==> config.mk <==
export PLATFORM = sky130hd
export DESIGN_NAME = sdram_powerup_seq
export DESIGN_NICKNAME = d
export VERILOG_FILES = /design/src/rtl/sdram_init_pkg.sv /design/src/rtl/sdram_init_fsm.sv /design/src/rtl/sdram_cmd_encode.sv /design/src/rtl/sdram_refresh_timer.sv /design/src/rtl/sdram_powerup_seq.sv
export SDC_FILE = /design/constraint.sdc
export NUM_CORES = 1
export LEC_CHECK = 0
export ABC_AREA = 1
export BUFFER_PORTS_ARGS = -buffer_cell sky130_fd_sc_hd__buf_2
export CORE_MARGIN = 3
export CORE_UTILIZATION = 30
export DETAILED_ROUTE_END_ITERATION = 10
export PLACE_DENSITY = 0.56
export SLEW_MARGIN = 20
export SYNTH_ARGS = -nofsm -noshare
export SYNTH_HDL_FRONTEND = slang
export SYNTH_SLANG_ARGS = --single-unit
==> constraint.sdc <==
create_clock -name clk -period 1.9 [get_ports clk]
set_input_delay 0 -clock clk [delete_from_list [all_inputs] [get_ports clk]]
set_output_delay 0 -clock clk [all_outputs]
set_load 0.1 [all_outputs]
==> src/rtl/sdram_init_pkg.sv <==
package sdram_init_pkg;

    typedef enum logic [2:0] {
        ST_IDLE,
        ST_SETTLE,
        ST_PRE,
        ST_AREF,
        ST_LMR,
        ST_GAP,
        ST_READY
    } seq_state_e;

    typedef struct packed {
        logic cs_n;
        logic ras_n;
        logic cas_n;
        logic we_n;
    } sd_cmd_t;

    localparam sd_cmd_t CMD_DESEL = 4'b1111;
    localparam sd_cmd_t CMD_NOP   = 4'b0111;
    localparam sd_cmd_t CMD_PRE   = 4'b0010;
    localparam sd_cmd_t CMD_AREF  = 4'b0001;
    localparam sd_cmd_t CMD_LMR   = 4'b0000;

    localparam int PRE_ALL_BIT = 10;

    function automatic int max2(input int a, input int b);
        return (a > b) ? a : b;
    endfunction

    // burst len 1, sequential, CAS latency, standard mode, single write burst
    function automatic logic [12:0] mode_word(input int cas_lat);
        logic [2:0] cl;
        cl = 3'(cas_lat);
        return {3'b000, 1'b1, 2'b00, cl, 1'b0, 3'b000};
    endfunction

    function automatic int refresh_reload(input int ns, input int khz, input int margin);
        longint cyc;
        cyc = (longint'(ns) * longint'(khz)) / 64'sd1000000;
        return int'(cyc) - margin;
    endfunction

endpackage

==> src/rtl/sdram_init_fsm.sv <==
module sdram_init_fsm
    import sdram_init_pkg::*;
#(
    parameter int STABLE_CYCLES = 9_000_000,
    parameter int AR_COUNT      = 8,
    parameter int T_RP          = 2,
    parameter int T_RC          = 6,
    parameter int T_MRD         = 2
) (
    input  logic       clk,
    input  logic       rst,
    input  logic       start,
    output seq_state_e state
);
    localparam int MAXW = max2(max2(STABLE_CYCLES, T_RP), max2(T_RC, T_MRD));
    localparam int CW   = $clog2(MAXW + 1);
    localparam int ARW  = $clog2(AR_COUNT + 1);

    logic [CW-1:0]  cnt;
    logic [ARW-1:0] ar_done;
    seq_state_e     ret_state;

    logic       issuing;
    int         gap_len;
    seq_state_e target;

    always_comb begin
        issuing = 1'b0;
        gap_len = 1;
        target  = ST_READY;
        unique case (state)
            ST_PRE: begin
                issuing = 1'b1;
                gap_len = T_RP;
                target  = ST_AREF;
            end
            ST_AREF: begin
                issuing = 1'b1;
                gap_len = T_RC;
                target  = (ar_done == ARW'(AR_COUNT - 1)) ? ST_LMR : ST_AREF;
            end
            ST_LMR: begin
                issuing = 1'b1;
                gap_len = T_MRD;
                target  = ST_READY;
            end
            default: ;
        endcase
    end

    always_ff @(posedge clk) begin
        if (rst) begin
            state     <= ST_IDLE;
            ret_state <= ST_IDLE;
            cnt       <= '0;
            ar_done   <= '0;
        end else begin
            if (state == ST_AREF) ar_done <= ar_done + 1'b1;
            if (issuing) begin
                if (gap_len <= 1) begin
                    state <= target;
                end else begin
                    state     <= ST_GAP;
                    ret_state <= target;
                    cnt       <= CW'(gap_len - 2);
                end
            end else begin
                unique case (state)
                    ST_IDLE: if (start) begin
                        state   <= ST_SETTLE;
                        cnt     <= CW'(STABLE_CYCLES - 1);
                        ar_done <= '0;
                    end
                    ST_SETTLE, ST_GAP: begin
                        if (cnt == '0) state <= (state == ST_SETTLE) ? ST_PRE : ret_state;
                        else           cnt   <= cnt - 1'b1;
                    end
                    default: ;
                endcase
            end
        end
    end
endmodule

==> src/rtl/sdram_cmd_encode.sv <==
module sdram_cmd_encode
    import sdram_init_pkg::*;
#(
    parameter int ADDR_W  = 13,
    parameter int BA_W    = 2,
    parameter int CAS_LAT = 3
) (
    input  seq_state_e        state,
    output logic              cke,
    output sd_cmd_t           cmd,
    output logic [BA_W-1:0]   ba,
    output logic [ADDR_W-1:0] addr
);
    localparam logic [ADDR_W-1:0] MODE_VAL = ADDR_W'(mode_word(CAS_LAT));
    localparam logic [ADDR_W-1:0] PRE_VAL  = ADDR_W'(1) << PRE_ALL_BIT;

    always_comb begin
        cke  = (state != ST_IDLE);
        cmd  = CMD_NOP;
        ba   = '0;
        addr = '0;
        unique case (state)
            ST_IDLE: cmd = CMD_DESEL;
            ST_PRE: begin
                cmd  = CMD_PRE;
                addr = PRE_VAL;
            end
            ST_AREF: cmd = CMD_AREF;
            ST_LMR: begin
                cmd  = CMD_LMR;
                addr = MODE_VAL;
            end
            default: cmd = CMD_NOP;
        endcase
    end
endmodule

==> src/rtl/sdram_refresh_timer.sv <==
module sdram_refresh_timer #(
    parameter int RELOAD = 1385
) (
    input  logic clk,
    input  logic rst,
    input  logic enable,
    output logic req
);
    localparam int RW = $clog2(RELOAD + 1);

    logic [RW-1:0] cnt;

    always_ff @(posedge clk) begin
        if (rst || !enable)    cnt <= RW'(RELOAD);
        else if (cnt == '0)    cnt <= RW'(RELOAD);
        else                   cnt <= cnt - 1'b1;
    end

    assign req = enable && (cnt == '0);
endmodule

==> src/rtl/sdram_powerup_seq.sv <==
module sdram_powerup_seq
    import sdram_init_pkg::*;
#(
    parameter int ADDR_W         = 13,
    parameter int BA_W           = 2,
    parameter int STABLE_CYCLES  = 9_000_000,
    parameter int AR_COUNT       = 8,
    parameter int T_RP           = 2,
    parameter int T_RC           = 6,
    parameter int T_MRD          = 2,
    parameter int CAS_LAT        = 3,
    parameter int CLK_KHZ        = 90_000,
    parameter int REFRESH_NS     = 15_620,
    parameter int REFRESH_MARGIN = 20
) (
    input  logic              clk,
    input  logic              rst,
    input  logic              start,
    output logic              cke,
    output logic              cs_n,
    output logic              ras_n,
    output logic              cas_n,
    output logic              we_n,
    output logic [BA_W-1:0]   ba,
    output logic [ADDR_W-1:0] addr,
    output logic              init_done,
    output logic              refresh_req
);
    localparam int RELOAD = refresh_reload(REFRESH_NS, CLK_KHZ, REFRESH_MARGIN);

    seq_state_e state;
    sd_cmd_t    cmd;

    sdram_init_fsm #(
        .STABLE_CYCLES(STABLE_CYCLES),
        .AR_COUNT     (AR_COUNT),
        .T_RP         (T_RP),
        .T_RC         (T_RC),
        .T_MRD        (T_MRD)
    ) u_fsm (
        .clk  (clk),
        .rst  (rst),
        .start(start),
        .state(state)
    );

    sdram_cmd_encode #(
        .ADDR_W (ADDR_W),
        .BA_W   (BA_W),
        .CAS_LAT(CAS_LAT)
    ) u_enc (
        .state(state),
        .cke  (cke),
        .cmd  (cmd),
        .ba   (ba),
        .addr (addr)
    );

    assign init_done = (state == ST_READY);

    sdram_refresh_timer #(
        .RELOAD(RELOAD)
    ) u_refresh (
        .clk   (clk),
        .rst   (rst),
        .enable(init_done),
        .req   (refresh_req)
    );

    assign cs_n  = cmd.cs_n;
    assign ras_n = cmd.ras_n;
    assign cas_n = cmd.cas_n;
    assign we_n  = cmd.we_n;
endmodule

==> run summary <==
Antenna Nets Post-Route: 0
Async SR Flop Fraction: 0%
largest net degree at the start of global routing: 20
max_cap viols: 0
Boundary Pins: 25
most instantiated library cell after synthesis: nand2_1
post-synthesis sequential area ratio: 31.7%
CORE AREA: 0.00898 mm^2
via-per-instance ratio: 4.50
clock tree buffer depth: 2
gpl congestion: 0.860
Synth warnings: 0
Most used DFF post-synth: dfxtp_1
share of the synthesized area in the top cell type: 31.7%
crit end category: output pin
total grt overflow: 0
fin area: 0.00320 mm^2
f_max: 564 MHz
All-Layer GR Usage: 12.9%
Post-synth top cells: nand2_1, nor2_1, dfxtp_1
Placed Instances: 560
area leader, netlist: dfxtp_1
setup slack, reg-to-reg: 0.26 ns
RSZ-0062 raised after global routing: no
row cnt: 34
Clock Skew: 0.0148 ns
Die ar.: 0.0107 mm^2
Max Slew Vio Count: 0
First DRT Iteration DRCs: 98
fill count: 953
Initial Utilization: 31.7%
Setup Viol. Count Final: 0
Final period util: 93.3%
Pleak: 1.37 nW
hold crit path type: primary input to register
Worst Path Arrival: 1.77 ns
Synth area leaders: dfxtp_1, nand2_1, nor2_1
die width: 103 um
Worst Path Max Fanout: 4
layout cells sized above 1: 22.0%
final setup margin: 0.126 ns
CP Data Required Time: 1.90 ns
final WL: 6.47 mm
DIE HEIGHT: 103 um
Post-Synthesis Cell Area: 0.00284 mm^2
root buf cell: clkbuf_8
pre-CTS setup slack: 0.275 ns
CTS clock-pin slew for the worst setup and hold paths: 0.10 ns
DPL Wire Length: 4.92 mm
DP Area: 0.00307 mm^2
vias after detailed routing: 2,569
Gate Count Post-Synth: 424
FF+latch count, synth: 45
H-tree level count: 2
Mapped Avg Cell Area: 6.70 um^2
clk sink count: 45
P&R area growth vs syn: 12.7%
per-cell routed wire length: 11.3 um
Worst Setup Start Kind: register
Yosys cell types: 34
first-pass GRT wire length: 10.9 mm
vias in the first global route: 2,371
min Tclk post-route: 1.77 ns
antenna violations before repair: 0
n_diodes: 0
DR pass1 iterations: 4
Final Non-Filler Cells: 571
pwr dens: 771 mW/mm^2
outcome: complete, no violations
CTS tree: built
Setup CP Type: register to output pin
post-layout net count: 451
Final Hold Vio Count: 0
port bufs: 13
clk_lat worst skew: 0.31 ns
number of synthesized flops with an enable pin: 0
CTS Buf Count: 5
maximum VDD drop: 0.000409 V
Post-route DRC: 0
## cell usage in the layout, fill, tap and decap left out, types with 3 or more instances in the layout
master and n:
nand3b_1 3, nor2_4 10, nor2_2 15, a21oi_2 14
nand2_1 92, ha_1 4, nand4_1 9, nand3_1 26
clkbuf_8 5, nand2_4 3, inv_2 8, buf_2 11
inv_1 39, xor2_1 6, nand2_2 6, a21oi_1 10
dfxtp_1 44, nor2_1 70, o21ai_0 16, conb_1 11
xnor2_1 3, buf_4 10, nor3_1 7
## path summary, 6_finish.rpt
| path | startpoint | endpoint | cells past startpoint |
|---|---|---|---|
| worst max-delay path | u_refresh.cnt[5] | refresh_req | 7 |
| worst min-delay path | start | u_fsm.ar_done[2] | 4 |
| worst max register to register | u_refresh.cnt[5] | u_refresh.cnt[10] | 9 |
| worst min register to register | u_refresh.cnt[0] | u_refresh.cnt[0] | 1 |
## power by group
part           switching [W]  total (W)  internal, W
logic               0.000572   0.000782     0.000210
registers          0.0000644    0.00105     0.000989
clock network       0.000370   0.000636     0.000266
## through the flow
step / setup TNS (ns) / hold slack [ns] / total power, W / utilization (%)
after floorplan: -1.69 / 0.0624 / 0.00173 / -
after global placement: 0 / 0.269 / 0.00185 / 34.2
after detailed placement: 0 / 0.278 / 0.00185 / 34.2
after CTS: 0 / 0.0826 / 0.00250 / 35.5
after global routing: 0 / 0.137 / 0.00262 / 35.7
final: 0 / 0.0915 / 0.00247 / 35.7
## layout make-up
class                      count  area [um^2]  share of cell area (%)
sequential                    45          902                    28.2
clock inverter                 3         25.0                   0.781
timing repair buffer          24          168                    5.23
inverter                      49          190                    5.94
clock buffer                   5         68.8                    2.15
tap                          126          158                    4.92
multi-input combinational    319         1690                    52.8
## per-layer routing
layer	share of wire, %	GRT usage [%]	vias to the layer above
li1	-	-	1353
met1	48	17.6	1148
met2	46	20.4	57
met3	3.5	1.88	11
met4	2.3	5.58	0
met5	0	0	-
## cell families (layout without fill, tap and decap cells)
family	after synthesis	after routing	synth area share, %
other	1	11	0.132
buffers and inverters	70	81	12.2
adders and majority gates	4	4	1.76
AOI/OAI and AO/OA	44	44	9.77
xor gates and xnor gates	9	9	2.77
and+or+nand+nor	251	251	41.7
DFF	45	45	31.7
## critical path, cell delays in order, from the launching register on
cell and delay (ns):
dfxtp_1 0.32, or2_4 0.27, nor3_4 0.12, nand2_2 0.10, nor2_4 0.10, nand4_1 0.20, nor2_4 0.17, buf_12 0.18
## registers in the layout, summed over array words and instances (netlist names)
name and cells:
u_fsm.cnt 24, u_refresh.cnt 11, u_fsm.ar_done 4, u_fsm.ret_state 3, u_fsm.state 3
## repair_timing
item / in CTS / in global routing
setup endpoints to repair: 1 / 2
gates cloned: 0 / 0
setup buffers: 1 / 1
resized for setup: 2 / 3
pin swaps: 3 / 2
hold buffers: 1 / 0
endpoints found under the hold margin: 3 / 0
No activity file was read; power rests on OpenSTA's default activity.
